<file path="src/rtl/tls_pkg.sv">
package tls_pkg;
  localparam int INSTR_W = 9;
  localparam int PAGE_W  = 3;
  localparam int D_W     = 3;
  localparam int A_W     = 4;
  localparam int ROM_W   = 9;
  localparam int PC_W    = PAGE_W + D_W + A_W;
  localparam logic [INSTR_W-PAGE_W-1:0] LOOKUP_OPC = 6'b010010;

  typedef enum logic [2:0] {
    ST_IDLE, ST_PUSH, ST_READ, ST_CAPT, ST_POP, ST_FAULT
  } tls_state_e;

  function automatic logic is_lookup(input logic [INSTR_W-1:0] ins);
    return ins[INSTR_W-1:PAGE_W] == LOOKUP_OPC;
  endfunction

  function automatic logic [PC_W-1:0] form_addr(input logic [PAGE_W-1:0] pg,
                                                input logic [D_W-1:0] d,
                                                input logic [A_W-1:0] a);
    return {pg, d, a};
  endfunction
endpackage

</file>
<file path="src/rtl/tls_stack.sv">
module tls_stack #(
  parameter int DEPTH = 8,
  parameter int W     = 10,
  localparam int SP_W  = $clog2(DEPTH + 1),
  localparam int IDX_W = $clog2(DEPTH)
) (
  input  logic            clk,
  input  logic            rst_n,
  input  logic            push,
  input  logic            pop,
  input  logic [W-1:0]    wdata,
  output logic [SP_W-1:0] sp,
  output logic            full,
  output logic            empty,
  output logic [W-1:0]    top
);
  localparam logic [SP_W-1:0] ONE = 1;
  localparam logic [SP_W-1:0] LIM = SP_W'(DEPTH);

  logic [W-1:0]    mem [DEPTH];
  logic [SP_W-1:0] sp_q;
  logic [SP_W-1:0] sp_m1;

  assign sp_m1 = sp_q - ONE;
  assign sp    = sp_q;
  assign full  = (sp_q == LIM);
  assign empty = (sp_q == '0);
  assign top   = empty ? '0 : mem[sp_m1[IDX_W-1:0]];

  always_ff @(posedge clk or negedge rst_n) begin
    if (!rst_n)             sp_q <= '0;
    else if (push && !full) sp_q <= sp_q + ONE;
    else if (pop && !empty) sp_q <= sp_m1;
  end

  always_ff @(posedge clk) begin
    if (push && !full) mem[sp_q[IDX_W-1:0]] <= wdata;
  end

  AST_PUSH_INC: assert property (@(posedge clk) disable iff (!rst_n)
    (push && !full) |=> sp == $past(sp) + ONE);
  AST_POP_DEC: assert property (@(posedge clk) disable iff (!rst_n)
    (pop && !push && !empty) |=> sp == $past(sp) - ONE);
  AST_SP_BOUND: assert property (@(posedge clk) disable iff (!rst_n)
    sp <= LIM);
endmodule

</file>
<file path="src/rtl/tls_addr_gen.sv">
module tls_addr_gen
  import tls_pkg::*;
(
  input  logic [PAGE_W-1:0] page,
  input  logic [D_W-1:0]    d,
  input  logic [A_W-1:0]    a,
  output logic [PC_W-1:0]   addr
);
  assign addr = form_addr(page, d, a);
endmodule

</file>
<file path="src/rtl/table_lookup_seq.sv">
module table_lookup_seq
  import tls_pkg::*;
#(
  parameter int DEPTH = 8,
  localparam int SP_W = $clog2(DEPTH + 1)
) (
  input  logic               clk,
  input  logic               rst_n,
  input  logic               instr_valid,
  input  logic [INSTR_W-1:0] instr,
  input  logic [PC_W-1:0]    pc_i,
  input  logic [D_W-1:0]     d_i,
  input  logic [A_W-1:0]     a_i,
  input  logic               mode_set,
  input  logic               call_push,
  input  logic               ret_pop,
  output logic               rom_re,
  output logic [PC_W-1:0]    rom_addr,
  input  logic [ROM_W-1:0]   rom_rdata,
  output logic               busy,
  output logic               done,
  output logic               a_we,
  output logic [A_W-1:0]     a_wdata,
  output logic               b_we,
  output logic [A_W-1:0]     b_wdata,
  output logic               cy_we,
  output logic               cy_wdata,
  output logic [PC_W-1:0]    pc_o,
  output logic [SP_W-1:0]    sp_o,
  output logic [PC_W-1:0]    top_o,
  output logic               ovf
);
  tls_state_e state_q, state_d;

  logic [PAGE_W-1:0] page_q;
  logic [D_W-1:0]    d_q;
  logic [A_W-1:0]    a_q;
  logic [PC_W-1:0]   pc_save_q, pc_q, look_addr, stk_wdata;
  logic              mode_q, ovf_q;
  logic              stk_full, stk_empty;

  // named events for the checks
  logic idle, start_ev, abort_ev, ext_push_ev, ext_pop_ev, push_ev, pop_ev;

  assign idle        = (state_q == ST_IDLE);
  assign start_ev    = idle && instr_valid && is_lookup(instr);
  assign abort_ev    = start_ev && stk_full;
  assign ext_push_ev = idle && !start_ev && call_push;
  assign ext_pop_ev  = idle && !start_ev && ret_pop;
  assign push_ev     = (state_q == ST_PUSH) || ext_push_ev;
  assign pop_ev      = (state_q == ST_POP) || ext_pop_ev;
  assign stk_wdata   = (state_q == ST_PUSH) ? pc_save_q : pc_i;

  tls_stack #(.DEPTH(DEPTH), .W(PC_W)) u_stack (
    .clk(clk), .rst_n(rst_n), .push(push_ev), .pop(pop_ev), .wdata(stk_wdata),
    .sp(sp_o), .full(stk_full), .empty(stk_empty), .top(top_o)
  );

  tls_addr_gen u_addr (.page(page_q), .d(d_q), .a(a_q), .addr(look_addr));

  always_comb begin
    state_d = state_q;
    case (state_q)
      ST_IDLE:  if (start_ev) state_d = abort_ev ? ST_FAULT : ST_PUSH;
      ST_PUSH:  state_d = ST_READ;
      ST_READ:  state_d = ST_CAPT;
      ST_CAPT:  state_d = ST_POP;
      ST_POP:   state_d = ST_IDLE;
      ST_FAULT: state_d = ST_IDLE;
      default:  state_d = ST_IDLE;
    endcase
  end

  always_ff @(posedge clk or negedge rst_n) begin
    if (!rst_n) begin
      state_q   <= ST_IDLE;
      page_q    <= '0;
      d_q       <= '0;
      a_q       <= '0;
      pc_save_q <= '0;
      pc_q      <= '0;
      mode_q    <= 1'b0;
      ovf_q     <= 1'b0;
    end else begin
      state_q <= state_d;
      if (mode_set) mode_q <= 1'b1;
      if (abort_ev || (ext_push_ev && stk_full)) ovf_q <= 1'b1;
      if (start_ev) begin
        page_q    <= instr[PAGE_W-1:0];
        d_q       <= d_i;
        a_q       <= a_i;
        pc_save_q <= pc_i;
      end
      if (state_q == ST_PUSH) pc_q <= look_addr;
      else if (state_q == ST_POP) pc_q <= top_o;
    end
  end

  assign busy     = !idle;
  assign done     = (state_q == ST_POP) || (state_q == ST_FAULT);
  assign rom_re   = (state_q == ST_READ);
  assign rom_addr = pc_q;
  assign pc_o     = pc_q;
  assign a_we     = (state_q == ST_CAPT);
  assign b_we     = (state_q == ST_CAPT);
  assign cy_we    = (state_q == ST_CAPT) && mode_q;
  assign a_wdata  = rom_rdata[A_W-1:0];
  assign b_wdata  = rom_rdata[2*A_W-1:A_W];
  assign cy_wdata = rom_rdata[ROM_W-1];
  assign ovf      = ovf_q;

  AST_ADDR_FORM: assert property (@(posedge clk) disable iff (!rst_n)
    rom_re |-> rom_addr == {$past(instr[PAGE_W-1:0], 2), $past(d_i, 2), $past(a_i, 2)});
  AST_CAPT_AFTER_READ: assert property (@(posedge clk) disable iff (!rst_n)
    a_we |-> $past(rom_re));
  AST_MODE_HOLD: assert property (@(posedge clk) disable iff (!rst_n)
    mode_q |=> mode_q);
  AST_OVF_STICKY: assert property (@(posedge clk) disable iff (!rst_n)
    ovf |=> ovf);
  AST_ABORT_QUIET: assert property (@(posedge clk) disable iff (!rst_n)
    abort_ev |=> (done && !a_we && !rom_re && $stable(sp_o)));
  AST_PHASES_APART: assert property (@(posedge clk) disable iff (!rst_n)
    $onehot0({rom_re, a_we, done}));
  AST_DONE_RELEASE: assert property (@(posedge clk) disable iff (!rst_n)
    done |=> !busy);
  AST_NO_EXT_WHEN_BUSY: assert property (@(posedge clk) disable iff (!rst_n)
    (busy && !(state_q == ST_PUSH) && !(state_q == ST_POP)) |=> $stable(sp_o));
endmodule

</file>
<file path="config.mk">
export PLATFORM = sky130hd
export DESIGN_NAME = table_lookup_seq
export DESIGN_NICKNAME = d
export VERILOG_FILES = /design/src/rtl/tls_pkg.sv /design/src/rtl/tls_stack.sv /design/src/rtl/tls_addr_gen.sv /design/src/rtl/table_lookup_seq.sv
export SDC_FILE = /design/constraint.sdc
export NUM_CORES = 1
export LEC_CHECK = 0
export BUFFER_PORTS_ARGS = -buffer_cell sky130_fd_sc_hd__buf_2
export CELL_PAD_IN_SITES_DETAIL_PLACEMENT = 1
export CELL_PAD_IN_SITES_GLOBAL_PLACEMENT = 1
export CORE_MARGIN = 2
export CORE_UTILIZATION = 50
export CTS_CLUSTER_SIZE = 28
export DETAILED_ROUTE_END_ITERATION = 6
export PLACE_DENSITY_LB_ADDON = 0.1
export SLEW_MARGIN = 0
export SYNTH_ARGS = -nofsm -noshare
export SYNTH_HDL_FRONTEND = slang
export SYNTH_SLANG_ARGS = --single-unit
export TNS_END_PERCENT = 20
</file>
<file path="constraint.sdc">
create_clock -name clk -period 4.2 [get_ports clk]
set_input_delay 0.63 -clock clk [delete_from_list [all_inputs] [get_ports clk]]
set_output_delay 0.63 -clock clk [all_outputs]
set_load 0.1 [all_outputs]
</file>
Yosys cells after proc, flatten, opt, wreduce, memory -nomap -nowiden. Memory sizes are Yosys's and may differ from the RTL's. Index checks and enable logic that the tools add are counted.

RAM bits: 80. Logic and storage cells: 53. Output and inout port bits: 50. Input bits: 41. Memories: 1. Bits in registers: 39.

Equality and inequality tests: 8. Reduce and logical (&&, ||, !) cells: 22. Add/subtract/negate cells: 2. Mux-type cells: 11.

Memory list: u_stack.mem (words 8, bits a word 10, rd ports 1, clocked after memory_dff 0, wr ports 1, line tls_stack.sv:20) `logic [W-1:0] mem [DEPTH];`.

Operators with widths (count): 2-to-1 mux 10 bit (4); case mux 3 bit (4 select lines) (1); logical AND 1 bit (10); 2-to-1 mux 4 bit (2); == test 3 x 2 -> 1 bit (second input constant) (2); == test 3 bit (second input constant) (2); == test 6 x 5 -> 1 bit (second input constant) (1); 2-to-1 mux 3 bit (2); adder 4 x 1 -> 4 bit (second input constant) (1); == test 4 bit (second input constant) (1); zero test 1 bit (4); zero test 4 bit (1); logical OR 1 bit (4); nonzero test 2 bit (2); subtractor 4 x 1 -> 4 bit (second input constant) (1); == test 3 x 1 -> 1 bit (second input constant) (1); zero test 3 bit (1); 2-to-1 mux 1 bit (2); != test 2 x 1 -> 1 bit (second input constant) (1).

Depth between registers and ports, before layout.
Word-level depth: 10. Mapped depth: 9. Depth with buffers taken out: 6.

Cells and area by module. Synthesis repeated with hierarchy kept, for this count alone.

Cell total of the unflattened synthesis: 399. Area total of the unflattened synthesis: 5632.9 µm².

By module, submodules not included: tls_stack (times used 1, seq. area each 2502.4 µm², cells each 194, area each 3463.3 µm²); table_lookup_seq (times used 1, seq. area each 875.8 µm², cells each 195, area each 2094.5 µm²); tls_addr_gen (times used 1, seq. area each 0.0 µm², cells each 10, area each 75.1 µm²).

Least setup slack after synthesis. OpenSTA, ideal clock, no wires.

Path type: flip-flop to output port. From: register u_stack.sp_q[0] (netlist: u_stack.sp[0]). To: output port top_o[1]. Slack: -382 ps. Arrival: 3952 ps. Data required time: 3570 ps. Buffers on the path: 3. Cell stages (with the launch flop): 9. Cell sequence: dfrtp_1 -> buf_4 -> buf_6 -> inv_1 -> ha_1 -> buf_1 -> mux4_2 -> nand2_1 -> a21oi_1.

Longest elaborated chain between the ends: 3. Elaborated cells between the ends (all ways): 4. Classes of those cells: add/sub (1); mux (1); reduce/logical (1); memory (1).

Ends and longest elaborated chain: start: declaration (line tls_stack.sv:21) `logic [SP_W-1:0] sp_q;`; start signal: assignment (line tls_stack.sv:32) `else if (push && !full) sp_q <= sp_q + ONE;`; start signal: assignment (line tls_stack.sv:33) `else if (pop && !empty) sp_q <= sp_m1;`; subtractor 4 x 1 -> 4 bit (line tls_stack.sv:24) `assign sp_m1 = sp_q - ONE;`; memory read (8 x 10 bit); 2-to-1 mux 10 bit (*) (line tls_stack.sv:28) `assign top = empty ? '0 : mem[sp_m1[IDX_W-1:0]];`; end: declaration (line table_lookup_seq.sv:30) `output logic [PC_W-1:0] top_o,`.

Every way passes the cells marked *; elsewhere a longest branch is shown, timed or not.

Worst setup path in the final report.
From: register u_stack.sp_q[1] (netlist: u_stack.sp[1]). To: output port top_o[4].

The elaborated chain is that of the path after synthesis.

==> results.cfg <==
[drt]
drc = 0
routedWlPerCell_um = 21.5
vias = 3022
drt_first_pass_iters = 4
wirelength_um = 11800
viasPerCell = 5.51
drt_iter0_markers = 182
drtAntennaViolNets = 0

[placement]
io_buffers = 72
placed_cells = 516
dpl.hpwl_um = 7390
gp_congestion = 0.665

[floorplanning]
coreArea_mm2 = 0.0102
dieHeight_um = 106
die_x_um = 106
ios = 91
row_count = 37
start_util = 0.512
dieArea_mm2 = 0.0113

[critical_path]
worstPathRequired_ns = 3.57
startpoint = u_stack.sp[1]
cp-start-kind = flip-flop
crit_arrival_ns = 3.03
timing.rr.start = state_q[2]
critPathKind = flip-flop to primary output
crit_fanout = 22
cp-end-kind = primary output

[logic_synthesis]
syn_nets = 381
yosysSeqAreaShare = 0.645
synth_edf_count = 80
synth_area_per_cell_um2 = 15.5
ys_warn_count = 0
yosys.area_share.simple = 0.0779
synthAdderAreaFrac = 0.00717
synth_compound_area_frac = 0.0614
synthXorXnorAreaFrac = 0.0100
synth-main-ff-cell = edfxtp_1
synthesis.area_mm2 = 0.00524
synth_top_family_by_area = multiplexers
synth_cells = 337
ys_ff_latch = 119
synthDistinctLibCells = 38
synth.area.mux_share = 0.147
synthArstFlopShare = 0.328

[timing]
finalMaxSlewViolations = 0
setup_viol = 0
min_period_ns = 3.66
fmax_ghz = 0.273
hold-worst-slack_ns = 0.235
tns_ns = 0
tightest_slew_ns = 1.05
max_slew_margin = 0.298
skew_ns = 0.0104
rsz0062_at_grt = no
hold_viol_final = 0
period_share = 0.871

[status]
status = complete, no violations

[grt]
grt_max_degree = 40
grt_pass1_vias = 3248
grt_pass1_wl_um = 18900
grt.overflow.total = 0
track_usage = 0.229
antenna_found_initial = 0

[clocking]
cts_buffers = 17
cts_sinks = 119
htree_levels = 4
clockBufferDepth = 2
cts_tree = yes
clkSlewWorstSetupHoldPaths_ns = 0.06
post_cts_resized = 0
cts_root_buffer = clkbuf_8
post_cts_buffers = 0
clk_latency_ns = 0.52
hold_buffers = 0

[cells_and_area]
syn2layout_area_growth_pct = 21.4
layout_common_cells = 80 x edfxtp_1, 62 x buf_2, 54 x nand2_1
diodes = 0
drive_gt1_frac = 0.386
fill_cells = 974
layout_commonest_cell = edfxtp_1
final_cells = 548
final_nets = 443

[job]
maxCapViolCount = 0

[worst_hold_path]
hp-class = primary input to async pin
## cell families (layout without fill, tap and decap cells)
logic type | Yosys count | after routing
buffers and inverters | 42 | 117
AND/OR/NAND/NOR | 85 | 85
flip-flops | 119 | 119
AO/OA/AOI/OAI | 40 | 40
adder cells (fa/ha/maj) | 3 | 3
multiplexers | 42 | 42
XOR/XNOR | 6 | 6
## layer usage
| layer | wire length [um] | vias up | global-route usage |
|---|---|---|---|
| met5 | 0 | - | 0 |
| met2 | 5880 | 103 | 0.372 |
| li1 | - | 1382 | - |
| met3 | 608 | 16 | 0.0625 |
| met1 | 5130 | 1521 | 0.299 |
| met4 | 167 | 0 | 0.0818 |
## synthesized netlist by cell type, types with 2 or more instances
| cell type | number | share of area |
|---|---|---|
| mux4_2 | 20 | 0.086 |
| nor3b_1 | 4 | 0.0057 |
| nor2b_1 | 2 | 0.0024 |
| mux2i_1 | 2 | 0.0038 |
| mux2_4 | 19 | 0.054 |
| ha_1 | 3 | 0.0072 |
| buf_2 | 3 | 0.0029 |
| buf_4 | 21 | 0.030 |
| xnor2_1 | 5 | 0.0084 |
| edfxtp_1 | 80 | 0.46 |
| a211oi_1 | 13 | 0.019 |
| o211ai_2 | 2 | 0.0048 |
| dfrtp_1 | 39 | 0.19 |
| nor3_1 | 5 | 0.0048 |
| buf_1 | 2 | 0.0014 |
| a21oi_1 | 11 | 0.011 |
| nor2_1 | 6 | 0.0043 |
| buf_6 | 4 | 0.0086 |
| nand2b_1 | 2 | 0.0024 |
| a221o_1 | 11 | 0.021 |
| nand2_1 | 54 | 0.039 |
| and2_1 | 3 | 0.0036 |
| inv_1 | 5 | 0.0036 |
| clkbuf_1 | 7 | 0.0050 |
## critical path: stages (launching register included)
cell	delay, ns
dfrtp_1	0.43
inv_1	0.13
ha_1	0.90
mux4_2	0.38
nand2_1	0.09
a21oi_1	0.34
buf_12	0.22
## sequential cells by signal, indices dropped and copies added, names as in the netlist
name and cells:
page_q 3, d_q 3, state_q 3, u_stack.sp 4, mode_q 1, a_q 4, pc_save_q 10, pc_o 10
ovf 1, u_stack.mem 80
## path summary, 6_finish.rpt
| path | end | cells past startpoint | slack, ns |
|---|---|---|---|
| min in group clk | mode_q | 2 | 0.30 |
| worst max register to register | u_stack.mem[7][7] | 5 | 1.35 |
| worst max-delay path | top_o[4] | 6 | 0.54 |
| max in group asynchronous | pc_save_q[0] | 1 | 3.42 |
| worst min-delay path | u_stack.sp[2] | 1 | 0.23 |
| worst min register to register | ovf | 1 | 0.46 |
## through the flow
stage	setup slack [ns]	util	cell area (um^2)
after global placement	1.14	0.560	5730
after CTS	0.475	0.621	6360
final	0.543	0.621	6360
after detailed placement	1.10	0.560	5730
after global routing	0.362	0.621	6360
after floorplan	-0.382	-	5240
## final cells by class
cell class | instances | area [um^2] | area share
Clock buffer | 19 | 422 | 0.0663
Clock inverter | 13 | 204 | 0.0321
Inverter | 5 | 18.8 | 0.00295
Multi-Input combinational cell | 176 | 1590 | 0.251
Sequential cell | 119 | 3380 | 0.531
Tap cell | 136 | 170 | 0.0268
Timing Repair Buffer | 80 | 571 | 0.0897
Power is not shown: default switching activity piles up to over one toggle a cycle in this logic, so the estimate is an artifact.
